## src/rtl/bcs_pkg.sv

```systemverilog
package bcs_pkg;

  typedef enum logic [2:0] {
    ST_IDLE,
    ST_T1,
    ST_T2,
    ST_T3,
    ST_TW,
    ST_T4,
    ST_HOLD
  } bus_st_e;

  localparam int KIND_W = 3;

  function automatic logic kind_is_ack(input logic [KIND_W-1:0] k);
    return (k == '0);
  endfunction

  function automatic logic kind_is_write(input logic [KIND_W-1:0] k);
    return k[1] & ~k[0];
  endfunction

  function automatic logic kind_is_io(input logic [KIND_W-1:0] k);
    return ~k[2];
  endfunction

endpackage

```

## src/rtl/bcs_ctl.sv

```systemverilog
module bcs_ctl
  import bcs_pkg::*;
(
  input  logic    clk,
  input  logic    rst_n,
  input  logic    req_valid,
  input  logic    hold,
  input  logic    ready,
  input  logic    pair,
  output bus_st_e state,
  output logic    second,
  output logic    req_ready,
  output logic    load,
  output logic    cap_en
);

  bus_st_e st_q, st_d;
  logic    sec_q, sec_d;

  always_comb begin
    st_d  = st_q;
    sec_d = sec_q;
    unique case (st_q)
      ST_IDLE: begin
        if (hold)           st_d = ST_HOLD;
        else if (req_valid) st_d = ST_T1;
      end
      ST_T1:   st_d = ST_T2;
      ST_T2:   st_d = ST_T3;
      ST_T3,
      ST_TW:   st_d = ready ? ST_T4 : ST_TW;
      ST_T4: begin
        if (pair && !sec_q) begin
          st_d  = ST_T1;
          sec_d = 1'b1;
        end else begin
          st_d  = ST_IDLE;
          sec_d = 1'b0;
        end
      end
      ST_HOLD: st_d = hold ? ST_HOLD : ST_IDLE;
      default: begin
        st_d  = ST_IDLE;
        sec_d = 1'b0;
      end
    endcase
  end

  always_ff @(posedge clk or negedge rst_n) begin
    if (!rst_n) begin
      st_q  <= ST_IDLE;
      sec_q <= 1'b0;
    end else begin
      st_q  <= st_d;
      sec_q <= sec_d;
    end
  end

  assign state     = st_q;
  assign second    = sec_q;
  assign req_ready = (st_q == ST_IDLE) && !hold;
  assign load      = req_ready && req_valid;
  assign cap_en    = ((st_q == ST_T3) || (st_q == ST_TW)) && ready;

endmodule

```

## src/rtl/bcs_req_reg.sv

```systemverilog
module bcs_req_reg
  import bcs_pkg::*;
#(
  parameter int DATA_W = 8,
  parameter int ADDR_W = 20
) (
  input  logic              clk,
  input  logic              rst_n,
  input  logic              load,
  input  logic              cap_en,
  input  logic              mode_min,
  input  logic [KIND_W-1:0] req_kind,
  input  logic [ADDR_W-1:0] req_addr,
  input  logic [DATA_W-1:0] req_wdata,
  input  logic [DATA_W-1:0] ad_in,
  output logic [KIND_W-1:0] kind_q,
  output logic [ADDR_W-1:0] addr_q,
  output logic [DATA_W-1:0] wdata_q,
  output logic              pair_q,
  output logic [DATA_W-1:0] rdata_q
);

  always_ff @(posedge clk or negedge rst_n) begin
    if (!rst_n) begin
      kind_q  <= '0;
      addr_q  <= '0;
      wdata_q <= '0;
      pair_q  <= 1'b0;
    end else if (load) begin
      kind_q  <= req_kind;
      addr_q  <= req_addr;
      wdata_q <= req_wdata;
      pair_q  <= kind_is_ack(req_kind) && !mode_min;
    end
  end

  always_ff @(posedge clk or negedge rst_n) begin
    if (!rst_n)      rdata_q <= '0;
    else if (cap_en) rdata_q <= ad_in;
  end

endmodule

```

## src/rtl/bcs_drive.sv

```systemverilog
module bcs_drive
  import bcs_pkg::*;
#(
  parameter int DATA_W = 8,
  parameter int ADDR_W = 20,
  parameter int TOP_W  = 4
) (
  input  bus_st_e                          state,
  input  logic                             second,
  input  logic [KIND_W-1:0]                kind,
  input  logic [ADDR_W-1:0]                addr,
  input  logic [DATA_W-1:0]                wdata,
  input  logic                             pair,
  output logic [DATA_W-1:0]                ad_out,
  output logic                             ad_oe,
  output logic [ADDR_W-DATA_W-TOP_W-1:0]   a_mid,
  output logic [TOP_W-1:0]                 a_top,
  output logic                             addr_oe,
  output logic                             ctl_oe,
  output logic                             ale,
  output logic                             rd_n,
  output logic                             wr_n,
  output logic                             inta_n,
  output logic                             iom,
  output logic                             dtr,
  output logic                             den_n,
  output logic                             lock_n,
  output logic                             done,
  output logic                             hlda
);

  localparam int MID_W = ADDR_W - DATA_W - TOP_W;
  localparam int PAD_W = TOP_W - 2;

  logic is_ack, is_wr, is_rd, is_io;
  logic in_t1, in_strobe, in_cycle, in_data;
  logic [TOP_W-1:0] status;

  always_comb begin
    is_ack    = kind_is_ack(kind);
    is_wr     = kind_is_write(kind);
    is_io     = kind_is_io(kind);
    is_rd     = !is_ack && !is_wr;
    in_t1     = (state == ST_T1);
    in_strobe = (state == ST_T2) || (state == ST_T3) || (state == ST_TW);
    in_data   = in_strobe || (state == ST_T4);
    in_cycle  = in_t1 || in_data;
    status    = {{PAD_W{1'b0}}, is_wr, is_io};
  end

  always_comb begin
    ale     = in_t1;
    ad_oe   = (in_t1 && !is_ack) || (is_wr && in_data);
    ad_out  = in_t1 ? addr[DATA_W-1:0] : wdata;
    a_mid   = addr[DATA_W +: MID_W];
    a_top   = in_t1 ? addr[ADDR_W-1 -: TOP_W] : status;
    hlda    = (state == ST_HOLD);
    addr_oe = !hlda;
    ctl_oe  = !hlda;
    rd_n    = !(in_strobe && is_rd);
    wr_n    = !(in_strobe && is_wr);
    inta_n  = !(in_strobe && is_ack);
    den_n   = !in_strobe;
    dtr     = is_wr;
    iom     = is_io;
    lock_n  = !(pair && in_cycle);
    done    = (state == ST_T4) && (!pair || second);
  end

endmodule

```

## src/rtl/bus_cycle_seq.sv

```systemverilog
module bus_cycle_seq
  import bcs_pkg::*;
#(
  parameter int DATA_W = 8,
  parameter int ADDR_W = 20,
  parameter int TOP_W  = 4
) (
  input  logic                           clk,
  input  logic                           rst_n,
  input  logic                           mode_min,
  input  logic                           req_valid,
  output logic                           req_ready,
  input  logic [2:0]                     req_kind,
  input  logic [ADDR_W-1:0]              req_addr,
  input  logic [DATA_W-1:0]              req_wdata,
  output logic                           done,
  output logic [DATA_W-1:0]              rdata,
  input  logic                           ready,
  input  logic                           hold,
  output logic                           hlda,
  input  logic [DATA_W-1:0]              ad_in,
  output logic [DATA_W-1:0]              ad_out,
  output logic                           ad_oe,
  output logic [ADDR_W-DATA_W-TOP_W-1:0] a_mid,
  output logic [TOP_W-1:0]               a_top,
  output logic                           addr_oe,
  output logic                           ale,
  output logic                           rd_n,
  output logic                           wr_n,
  output logic                           inta_n,
  output logic                           iom,
  output logic                           dtr,
  output logic                           den_n,
  output logic                           lock_n,
  output logic                           ctl_oe
);

  logic [1:0]        rst_pipe;
  logic              rst_core_n;
  bus_st_e           state;
  logic              second, load, cap_en, pair_q;
  logic [KIND_W-1:0] kind_q;
  logic [ADDR_W-1:0] addr_q;
  logic [DATA_W-1:0] wdata_q;

  always_ff @(posedge clk or negedge rst_n) begin
    if (!rst_n) rst_pipe <= 2'b00;
    else        rst_pipe <= {rst_pipe[0], 1'b1};
  end
  assign rst_core_n = rst_pipe[1];

  bcs_ctl u_ctl (
    .clk       (clk),
    .rst_n     (rst_core_n),
    .req_valid (req_valid),
    .hold      (hold),
    .ready     (ready),
    .pair      (pair_q),
    .state     (state),
    .second    (second),
    .req_ready (req_ready),
    .load      (load),
    .cap_en    (cap_en)
  );

  bcs_req_reg #(.DATA_W(DATA_W), .ADDR_W(ADDR_W)) u_req (
    .clk       (clk),
    .rst_n     (rst_core_n),
    .load      (load),
    .cap_en    (cap_en),
    .mode_min  (mode_min),
    .req_kind  (req_kind),
    .req_addr  (req_addr),
    .req_wdata (req_wdata),
    .ad_in     (ad_in),
    .kind_q    (kind_q),
    .addr_q    (addr_q),
    .wdata_q   (wdata_q),
    .pair_q    (pair_q),
    .rdata_q   (rdata)
  );

  bcs_drive #(.DATA_W(DATA_W), .ADDR_W(ADDR_W), .TOP_W(TOP_W)) u_drv (
    .state   (state),
    .second  (second),
    .kind    (kind_q),
    .addr    (addr_q),
    .wdata   (wdata_q),
    .pair    (pair_q),
    .ad_out  (ad_out),
    .ad_oe   (ad_oe),
    .a_mid   (a_mid),
    .a_top   (a_top),
    .addr_oe (addr_oe),
    .ctl_oe  (ctl_oe),
    .ale     (ale),
    .rd_n    (rd_n),
    .wr_n    (wr_n),
    .inta_n  (inta_n),
    .iom     (iom),
    .dtr     (dtr),
    .den_n   (den_n),
    .lock_n  (lock_n),
    .done    (done),
    .hlda    (hlda)
  );

endmodule

```

## config.mk

```make
export PLATFORM = sky130hd
export DESIGN_NAME = bus_cycle_seq
export DESIGN_NICKNAME = d
export VERILOG_FILES = /design/src/rtl/bcs_pkg.sv /design/src/rtl/bcs_ctl.sv /design/src/rtl/bcs_req_reg.sv /design/src/rtl/bcs_drive.sv /design/src/rtl/bus_cycle_seq.sv
export SDC_FILE = /design/constraint.sdc
export NUM_CORES = 1
export LEC_CHECK = 0
export BUFFER_PORTS_ARGS = -buffer_cell sky130_fd_sc_hd__buf_2
export CAP_MARGIN = 20
export CORE_UTILIZATION = 52
export CTS_CLUSTER_DIAMETER = 40
export DETAILED_ROUTE_END_ITERATION = 8
export PLACE_DENSITY = 0.94
export SLEW_MARGIN = 15
export SYNTH_ARGS = -nofsm -noshare
export SYNTH_HDL_FRONTEND = slang
export SYNTH_SLANG_ARGS = --single-unit
```

## constraint.sdc

```tcl
create_clock -name clk -period 4.7 [get_ports clk]
set_clock_uncertainty 0.15 [all_clocks]
set_input_delay 0.47 -clock clk [delete_from_list [all_inputs] [get_ports clk]]
set_output_delay 0.47 -clock clk [all_outputs]
set_load 0.1 [all_outputs]
```

# Yosys cells after proc, flatten, opt, wreduce, memory -nomap -nowiden
# Cells that the tools add are included.
[classes]
add_sub_neg = 0
n_mul = 0
n_div = 0
magnitude_cmp = 0
n_eq_ne = 7
shift = 0
muxes = 10
n_bitwise = 3
n_reduce_logical = 37
[op_table]
columns = ["cell", "n"]
rows = [
  ["3-bit case mux with 6 select lines", 1],
  ["1-bit logical AND", 13],
  ["1-bit zero test", 12],
  ["3-bit equality test (second input constant)", 3],
  ["3-bit zero test", 3],
  ["3-bit 2-to-1 mux", 3],
  ["8-bit 2-to-1 mux", 1],
  ["1-bit logical OR", 7],
  ["3-bit by 2-bit equality test with 1-bit output (second input constant)", 2],
  ["6-bit OR reduction", 1],
  ["4-bit 2-to-1 mux", 1],
  ["3-bit by 1-bit equality test with 1-bit output (second input constant)", 1],
  ["1-bit 2-to-1 mux", 3],
  ["3-bit inequality test (second input constant)", 1],
  ["1-bit NOT", 2],
  ["1-bit case mux with 2 select lines", 1],
  ["2-bit OR reduction", 1],
  ["1-bit AND", 1],
]
[totals]
regBits = 46
latch_bits = 0
ramBits = 0
romBits = 0
in_bits = 45
out_inout_bits = 42
word_cells = 65
memories = 0

# Longest topological paths before layout
# Gate-level depths: netlist of the first run.
[logic_depth]
ltp_word = 7
mapped_depth = 5
depth_no_buf = 4

# Cells and area by module
# From an unflattened synthesis of the first run, not the netlist that was laid out.
[hier_totals]
hier_cells = 165
area_unflattened_um2 = 2327.2
[by_module_without_submodules]
columns = ["module", "instances", "cells_each", "area_each_um2", "seq_area_each_um2"]
rows = [
  ["bcs_req_reg", 1, 86, 1646.6, 1001.0],
  ["bcs_drive", 1, 46, 351.6, 0.0],
  ["bcs_ctl", 1, 30, 275.3, 100.1],
  ["bus_cycle_seq", 1, 3, 53.8, 50.0],
]

# Worst setup path before layout of the first run
# Ideal clock, no wire load.
[synth_timing]
kind = "register to output"
from = "reg u_ctl.st_q[0], in the netlist u_ctl.state[0]"
to = "out a_top[0]"
t_arrival_ps = 3094
t_required_ps = 4080
setup_slack_ps = 986
stages_incl_launch_ff = 5
path_buffers = 1
cell_sequence = "dfrtp_1 -> inv_1 -> nor3_2 -> buf_4 -> o21ai_0"
[synth_between]
elab_chain_len = 2
[synth_lines]
columns = ["item", "line", "text"]
rows = [
  ["start, declared", "bcs_ctl.sv:17", "bus_st_e st_q, st_d;"],
  ["start signal, assigned", "bcs_ctl.sv:54", "st_q <= st_d;"],
  ["3-bit by 1-bit equality test with 1-bit output", "bcs_drive.sv:44", "in_t1 = (state == ST_T1);"],
  ["named net ale", "bus_cycle_seq.sv:27", "output logic ale,"],
  ["4-bit 2-to-1 mux", "bcs_drive.sv:56", "a_top = in_t1 ? addr[ADDR_W-1 -: TOP_W] : status;"],
  ["end, declared", "bus_cycle_seq.sv:25", "output logic [TOP_W-1:0] a_top,"],
]
# The timed path passes the listed nets, and every way through them passes these cells.

# Worst setup path after layout of the first run
[layout_timing]
from = "reg u_ctl.st_q[0], in the netlist u_ctl.state[0]"
to = "out ad_out[4]"
[layout_between]
elab_chain_len = 2
[layout_lines]
columns = ["item", "line", "text"]
rows = [
  ["3-bit by 1-bit equality test with 1-bit output", "bcs_drive.sv:44", ""],
  ["8-bit 2-to-1 mux", "bcs_drive.sv:54", "ad_out = in_t1 ? addr[DATA_W-1:0] : wdata;"],
  ["end, declared", "bus_cycle_seq.sv:22", "output logic [DATA_W-1:0] ad_out,"],
]
# No other way between the ends.

==> flow_metrics.env, run 1 <==
export IMPL_max_freq_mhz=324.0
export IMPL_slew_violations=0
export IMPL_path_buf_inv=2
export IMPL_setup_viol=0
export IMPL_crit_arrival_ns=2.47
export IMPL_drc=0
export IMPL_critPathMaxFanout=13
export IMPL_worst_pin_slew_ns=1.008
export IMPL_coreArea_mm2=0.004058
export IMPL_nFillCells=297
export IMPL_root_buffer="clkbuf_8"
export IMPL_ios=87
export IMPL_wirelength_mm=4.313
export IMPL_finalCritPeriodShare=0.6566
export IMPL_cp_top_family="simple AND/OR/NAND/NOR gates"
export IMPL_first_iter_violations=45
export IMPL_rsz0062_at_grt="false"
export IMPL_diodes=0
export IMPL_die_area_mm2=0.004558
export IMPL_fp_dieH_um=67.52
export IMPL_routedWlPerCell_um=14.67
export IMPL_area_growth_pct=21.30
export IMPL_start_kind="register"
export IMPL_async_flop_share=1.000
export IMPL_grt_pass1_wl_mm=6.630
export IMPL_port_buffer_count=86
export IMPL_status="finished clean"
export IMPL_critPathMaxStageDelay_ns=0.78
export IMPL_num_rows=23
export IMPL_clk_pin_slew_worst_paths_ns=0.09
export IMPL_layout_drive_gt1_share=0.6066
export IMPL_worstPathRequired_ns=4.08
export IMPL_hold_viol_final=0
export IMPL_dpl_hpwl_mm=3.181
export IMPL_antenna_found_initial=0
export IMPL_synth_edf_count=0
export IMPL_final_antenna_net_count=0
export IMPL_cts_buffers=5
export IMPL_cts_repair_timing_setup_buffer_count=0
export IMPL_crit_chain="inv_1 -> nor3_2 -> mux2_2 -> buf_2"
export IMPL_slowest_stage="nor3_2"
export IMPL_clk_latency_ns=0.30
export IMPL_setup_worst_path_end_class="output port"
export IMPL_grtUsageTotal=0.2054
export IMPL_synth_seq_cells=46
export IMPL_fin_crit_ns=3.086
export IMPL_slew_headroom=0.3256
export IMPL_routabilityCongestion=0.8733
export IMPL_synth_fp_nets=209
export IMPL_synth_distinct_cells=29
export IMPL_routed_via_density=4.993
export IMPL_hp_class="register to register"
export IMPL_syn_instance_count=164
export IMPL_crit_type="register to output port"
export IMPL_setup_tns_ns=0
export IMPL_clkSinkCount=46
export IMPL_avgSynthCellArea_um2=13.61
export IMPL_fin_nets=288
export IMPL_yosysSeqAreaShare=0.5157
export IMPL_cts_buffer_depth=2
export IMPL_h_tree_depth=2
export IMPL_cts_tree="yes"
export IMPL_vias=1468
export IMPL_grt_ovfl_total=0
export IMPL_die_x_um=67.52
export IMPL_start_util=0.5501
export IMPL_ys_flop_type="dfrtp_1"
export IMPL_firstDrtPassIters=4
export IMPL_grt_max_degree=45
export IMPL_final_util=0.6673
export IMPL_syn_area_mm2=0.002232
export IMPL_grt_pass1_vias=1459
export IMPL_ys_warn_count=0
export IMPL_cap_violations=0
==> logic make-up (layout without fill, tap and decap cells) <==
family,count (synthesis),count (layout),synth area share
muxes,48,48,0.2892
DFF,46,46,0.5157
and+or+nand+nor,29,29,0.07791
buffers and inverters,23,103,0.06670
AOI/OAI and AO/OA,17,17,0.04877
other,1,1,0.001680
==> final cells by class <==
type	instances	area (µm²)	share of cell area
tap	50	62.56	0.02311
clock buffer	5	68.82	0.02542
multi-input combinational	95	932.1	0.3443
timing repair buffer	87	440.4	0.1627
sequential	46	1152	0.4256
inverter	8	30.03	0.01109
clock inverter	3	21.27	0.007856
==> Yosys cell counts (2+ instances only) <==
master	count	area, µm²
nor2_1	4	15.01
nand2_1	9	33.78
o21ai_0	5	25.02
or3_1	2	12.51
a21oi_1	4	20.02
dfrtp_1	46	1151
and3_1	2	12.51
nor3_2	2	20.02
o22ai_1	2	12.51
nor2b_1	2	12.51
buf_4	10	75.07
buf_6	3	33.78
buf_2	2	10.01
mux2_4	28	420.4
nand2b_1	3	18.77
mux2_2	20	225.2
inv_1	8	30.03
==> per-stage QoR <==
stage	hold WS (ns)	cells	area, µm²	worst slack [ns]
2_1_floorplan	0.02441	164	2232	0.9859
5_1_grt	0.2223	294	2708	1.427
6_report	0.2105	294	2708	1.614
4_1_cts	0.2104	294	2708	1.599
3_3_place_gp	0.1057	285	2608	2.020
3_5_place_dp	0.1068	285	2608	1.942
==> registers in the layout (all words and copies together), names as in the netlist <==
name	flops
u_req.rdata_q	8
u_req.addr_q	20
u_req.kind_q	3
u_ctl.state	3
u_req.pair_q	1
u_req.wdata_q	8
u_ctl.second	1
rst_pipe	2
==> placed cells by master (no fill, tap or decap), drive strengths merged, types with 2 or more instances in the layout <==
cell    count
nand2      10
dfrtp      46
inv         8
nor2        4
nand2b      3
o22ai       2
buf        86
nor2b       2
mux2       48
a21oi       4
o21ai       7
clkinv      2
or3         2
and3        2
clkbuf      5
nor3        2
==> final timing paths <==
kind                            depth (start not counted)                       start  slack, ns                      endpoint
worst max-delay path                                    4  u_ctl.state[0]$_DFFE_PN0P_       1.61                     ad_out[4]
worst min-delay path                                    0       rst_pipe[0]$_DFF_PN0_       0.21         rst_pipe[1]$_DFF_PN0_
worst max register to register                          3  u_ctl.state[1]$_DFFE_PN0P_       2.35   u_req.addr_q[8]$_DFFE_PN0P_
max in group asynchronous                               0       rst_pipe[1]$_DFF_PN0_       3.54  u_req.addr_q[13]$_DFFE_PN0P_
worst min register to register                          0       rst_pipe[0]$_DFF_PN0_       0.21         rst_pipe[1]$_DFF_PN0_
min in group asynchronous                               0       rst_pipe[1]$_DFF_PN0_       0.27  u_req.rdata_q[1]$_DFFE_PN0P_
==> timing repair <==
item | CTS | global route
gates resized for setup | 0 | 0
endpoints found under the setup margin | 0 | 0
hold endpoints to repair | 2 | 0
hold buffers | 1 | 0
==> routing by layer <==
layer	global-route usage	up-vias	routed length (µm)
met5	0	-	0
li1	-	713	-
met1	0.2508	702	1867
met3	0.06081	9	189
met2	0.3354	44	2158
met4	0.08777	0	97
Power of run 1 is not shown: default switching activity piles up to over one toggle a cycle in this logic, so the estimate is an artifact.
==> run 2, diff against run 1 <==
- CORE_UTILIZATION: 52 -> 48
- PLACE_DENSITY: 0.94 -> 0.89
- clock period: 4.7 -> 3 ns (I/O delays scaled with it)
==> run 2 against run 1 <==
Worst setup slack got worse by 1.2 ns. Register-to-register slack got worse by 1.6 ns. Core utilization fell by 4.1 points. Critical endpoint is now inta_n. Largest cell class unchanged.
==> flow_metrics.env, run 2 (synthesis results as in run 1) <==
export IMPL_worst_slack_ns=0.4611
export IMPL_clk_pin_slew_worst_paths_ns=0.09
export IMPL_routed_via_density=5.013
export IMPL_routabilityCongestion=0.8055
export IMPL_cap_violations=0
export IMPL_ios=87
export IMPL_fin_crit_ns=2.539
export IMPL_cts_tree="yes"
export IMPL_grt_max_degree=45
export IMPL_slew_headroom=0.3828
export IMPL_firstDrtPassIters=4
export IMPL_status="finished clean"
export IMPL_area_growth_pct=23.77
export IMPL_diodes=0
export IMPL_critPathMaxStageDelay_ns=0.68
export IMPL_layout_common_cells="buf_2, dfrtp_1, mux2_4, mux2_2, nand2_1"
export IMPL_coreArea_mm2=0.004414
export IMPL_worstPathRequired_ns=2.55
export IMPL_cts_buffer_depth=2
export IMPL_h_tree_depth=2
export IMPL_crit_arrival_ns=2.09
export IMPL_r2r_slack_ns=0.76
export IMPL_crit_type="register to output port"
export IMPL_largest_register_ffs=20
export IMPL_port_buffer_count=86
export IMPL_grtUsageTotal=0.2019
export IMPL_first_iter_violations=146
export IMPL_max_freq_mhz=393.9
export IMPL_preCtsSetupSlack_ns=0.7566
export IMPL_largest_register="u_req.addr_q"
export IMPL_rsz0062_at_grt="false"
export IMPL_worst_hold_slack_ns=0.07003
export IMPL_clk_latency_ns=0.30
export IMPL_die_area_mm2=0.004927
export IMPL_crit_chain="nand2b_1 -> o21ai_1 -> inv_1 -> or3_1 -> buf_2"
export IMPL_grt_pass1_vias=1491
export IMPL_slew_violations=0
export IMPL_critPathMaxFanout=15
export IMPL_cts_repair_timing_setup_buffer_count=0
export IMPL_die_x_um=70.20
export IMPL_reg_top3="u_req.addr_q: 20 flops, u_req.rdata_q: 8 flops, u_req.wdata_q: 8 flops"
export IMPL_drc=0
export IMPL_setup_worst_path_end_class="output port"
export IMPL_wirelength_mm=4.467
export IMPL_cts_buffers=5
export IMPL_slowest_stage="dfrtp_1"
export IMPL_routedWlPerCell_um=14.99
export IMPL_num_rows=24
export IMPL_worst_pin_slew_ns=0.9257
export IMPL_setup_tns_ns=0
export IMPL_hp_class="input port to register"
export IMPL_hold_viol_final=0
export IMPL_fp_dieH_um=70.20
export IMPL_finalCritPeriodShare=0.8463
export IMPL_start_kind="register"
export IMPL_whs_path_depth=2
export IMPL_final_antenna_net_count=0
export IMPL_start_util=0.5057
export IMPL_setup_viol=0
export IMPL_clkSinkCount=46
export IMPL_fin_nets=290
export IMPL_layout_commonest_cell="buf_2"
export IMPL_layout_drive_gt1_share=0.6138
export IMPL_final_util=0.6259
export IMPL_antenna_found_initial=0
export IMPL_grt_ovfl_total=0
export IMPL_grt_pass1_wl_mm=7.500
export IMPL_rr_worst_depth=4
export IMPL_dpl_hpwl_mm=3.318
export IMPL_vias=1494
export IMPL_root_buffer="clkbuf_8"
[run 2: cell types whose count changed in the layout (fill, tap and decap cells not counted), sizes merged]
cell	delta
clkinvlp	-1
buf	+2
inv	+1
clkinv	-1
bufinv	+1
[run 2: final timing paths]
check,from,endpoint
worst max-delay path,u_ctl.state[2]$_DFFE_PN0P_,inta_n
worst min-delay path,req_addr[9],u_req.addr_q[9]$_DFFE_PN0P_
worst max register to register,u_ctl.state[1]$_DFFE_PN0P_,u_req.addr_q[8]$_DFFE_PN0P_
worst min register to register,rst_pipe[0]$_DFF_PN0_,rst_pipe[1]$_DFF_PN0_
max in group asynchronous,rst_pipe[1]$_DFF_PN0_,u_req.wdata_q[6]$_DFFE_PN0P_
min in group asynchronous,rst_n,rst_pipe[1]$_DFF_PN0_
[run 2: repair_timing]
item,in CTS,in global routing
hold buffers,1,0
resized for setup,0,0
endpoints found under the hold margin,2,0
[run 2: area by class of cell]
cell class,count,area [µm²]
clock buffers,5,68.82
inverters,8,30.03
flip-flops and latches,46,1152
repair buffers,89,467.9
fillers,357,1652
multi-input cells,95,934.6
clock inverters,3,43.79
well taps,52,65.06
[run 2: worst max-delay path, delay by kind of cell, from the launching register on]
family | cells | cell delay, ns
AO/OA/AOI/OAI | 1 | 0.25
buffers and inverters | 2 | 0.38
flip-flops | 1 | 0.68
AND/OR/NAND/NOR | 2 | 0.49
[run 2: per-stage QoR]
stage	std cells	area, µm²
after global routing	298	2763
after floorplan	164	2235
after global placement	289	2640
after detailed placement	289	2640
after CTS	298	2763
final	298	2763
[run 2: layer usage]
metal | vias up | share of wire | GRT usage
met5 | - | 0 | 0
met4 | 0 | 0.015 | 0.07556
met1 | 721 | 0.44 | 0.2686
met3 | 5 | 0.038 | 0.04473
met2 | 41 | 0.50 | 0.3237
li1 | 727 | - | -
Power of run 2 is left out for the same reason.
==> run 3, diff against run 2 <==
- CORE_UTILIZATION: 48 -> 44
- PLACE_DENSITY: 0.89 -> 0.86
- clock period: 3 -> 2.2 ns (I/O delays scaled with it)
==> run 3 against run 2 <==
Via count rose by 4.1%. Clock-buffer cell count rose by 2. Core utilization rose by 2.6 points. First-iteration DRC count fell by 32%. Worst setup slack got worse by 0.40 ns. Die area rose by 8.8%. Final cell count rose by 11%. Sequential share of layout area fell by 4.9 points. Register-to-register slack got worse by 0.50 ns. Worst hold slack got worse by 0.063 ns. Wire length rose by 7.2%. Final area rose by 14%. Highest routed layer unchanged.
==> flow_metrics.env, run 3 (synthesis results as in run 1) <==
export IMPL_drc=0
export IMPL_critPathMaxStageDelay_ns=0.43
export IMPL_hold_viol_final=0
export IMPL_layout_commonest_cell="buf_2"
export IMPL_h_tree_depth=2
export IMPL_crit_arrival_ns=1.77
export IMPL_reg_top3="u_req.addr_q: 20 flops, u_req.rdata_q: 8 flops, u_req.wdata_q: 8 flops"
export IMPL_slowest_stage="dfrtp_2"
export IMPL_crit_type="register to output port"
export IMPL_wirelength_mm=4.787
export IMPL_cts_buffers=5
export IMPL_grt_max_degree=34
export IMPL_root_buffer="clkbuf_8"
export IMPL_cap_violations=0
export IMPL_routabilityCongestion=0.8104
export IMPL_antenna_found_initial=0
export IMPL_cts_tree="yes"
export IMPL_first_iter_violations=100
export IMPL_max_freq_mhz=468.2
export IMPL_path_buf_inv=2
export IMPL_vias=1555
export IMPL_r2r_slack_ns=0.26
export IMPL_worst_path_stages=5
export IMPL_grtUsageTotal=0.1853
export IMPL_coreArea_mm2=0.004817
export IMPL_grt_pass1_wl_mm=7.424
export IMPL_setup_worst_path_end_class="output port"
export IMPL_grt_ovfl_total=0
export IMPL_finalCritPeriodShare=0.9707
export IMPL_largest_register="u_req.addr_q"
export IMPL_diodes=0
export IMPL_grt_pass1_vias=1547
export IMPL_slew_violations=0
export IMPL_clkSinkCount=46
export IMPL_crit_chain="nand2b_1 -> o21ai_2 -> inv_1 -> or3_4 -> buf_6"
export IMPL_fin_nets=307
export IMPL_area_growth_pct=40.75
export IMPL_start_util=0.4634
export IMPL_status="finished clean"
export IMPL_dpl_hpwl_mm=3.373
export IMPL_firstDrtPassIters=4
export IMPL_rr_worst_depth=5
export IMPL_layout_drive_gt1_share=0.6312
export IMPL_hp_class="input port to register"
export IMPL_cts_buffer_depth=2
export IMPL_start_kind="register"
export IMPL_layout_common_cells="buf_2, dfrtp_1, mux2_4, mux2_2, buf_12"
export IMPL_critPathMaxFanout=4
export IMPL_final_antenna_net_count=0
export IMPL_placed_area_mm2=0.002889
export IMPL_worst_pin_slew_ns=0.5535
export IMPL_num_rows=25
export IMPL_ios=87
export IMPL_routed_via_density=4.712
export IMPL_port_buffer_count=86
export IMPL_setup_viol=0
export IMPL_largest_register_ffs=20
export IMPL_fin_crit_ns=2.136
export IMPL_slew_headroom=0.6310
export IMPL_die_x_um=73.23
export IMPL_finalInstanceArea_mm2=0.003142
export IMPL_cp_top_family="simple AND/OR/NAND/NOR gates"
export IMPL_die_area_mm2=0.005362
export IMPL_worstPathRequired_ns=1.83
export IMPL_clk_latency_ns=0.29
export IMPL_clk_pin_slew_worst_paths_ns=0.08
export IMPL_routedWlPerCell_um=14.51
export IMPL_whs_path_depth=2
export IMPL_fp_dieH_um=73.23
-- run 3: cell count changes in the layout (fill, tap and decap cells not counted), sizes merged --
cell and change:
dlygate4sd3 +11, clkinvlp +1, clkbuf +2, buf +6
inv -2, bufinv -1
-- run 3: path summary, 6_finish.rpt --
check	startpoint	end
min reg2reg	rst_pipe[1]$_DFF_PN0_	u_req.rdata_q[3]$_DFFE_PN0P_
min in group asynchronous	rst_pipe[1]$_DFF_PN0_	u_req.rdata_q[3]$_DFFE_PN0P_
min	req_addr[2]	u_req.addr_q[2]$_DFFE_PN0P_
max	u_ctl.state[0]$_DFFE_PN0P_	inta_n
max reg2reg	u_ctl.state[1]$_DFFE_PN0P_	u_req.wdata_q[3]$_DFFE_PN0P_
max in group asynchronous	rst_pipe[1]$_DFF_PN0_	u_req.wdata_q[7]$_DFFE_PN0P_
-- run 3: area by class of cell --
type,instances,area [µm²]
fill,373,1675
sequential,46,1156
multi-input combinational,95,967.2
timing repair buffer,106,809.5
clock buffer,7,86.33
tap,67,83.83
inverter,8,33.78
clock inverter,1,5.005
-- run 3: repair_timing --
item                                   4_1_cts  5_1_grt
buffers inserted                             3        0
resized for setup                            4        2
hold buffers                                 4        8
endpoints found under the hold margin        5        8
pin swaps                                    0        0
setup endpoints to repair                   10       10
-- run 3: worst register-to-register path, delay by kind of cell (launching register included) --
| family | cells | cell delay, ns |
|---|---|---|
| buffers and inverters | 2 | 0.65 |
| DFF | 1 | 0.51 |
| muxes | 1 | 0.43 |
| and+or+nand+nor | 2 | 0.11 |
-- run 3: routing by layer --
layer  vias up  track usage  share of wire
li1        750            -              -
met1       751       0.2462           0.43
met2        50       0.3045           0.53
met3         4      0.03729          0.039
met4         0      0.05882         0.0090
met5         -            0              0
-- run 3: stage by stage --
stage	hold slack [ns]	setup slack [ns]	TNS, ns	std cells	utilization
4_1_cts	0.0001554	0.02174	0	322	0.6335
5_1_grt	0.00005976	-0.007764	-0.007764	330	0.6522
2_1_floorplan	-0.2256	-0.4638	-14.12	164	-
3_5_place_dp	-0.1439	0.1823	0	307	0.5997
3_3_place_gp	-0.1452	0.2510	0	307	0.5997
6_report	0.007470	0.06438	0	330	0.6522
Power of run 3 is left out for the same reason.
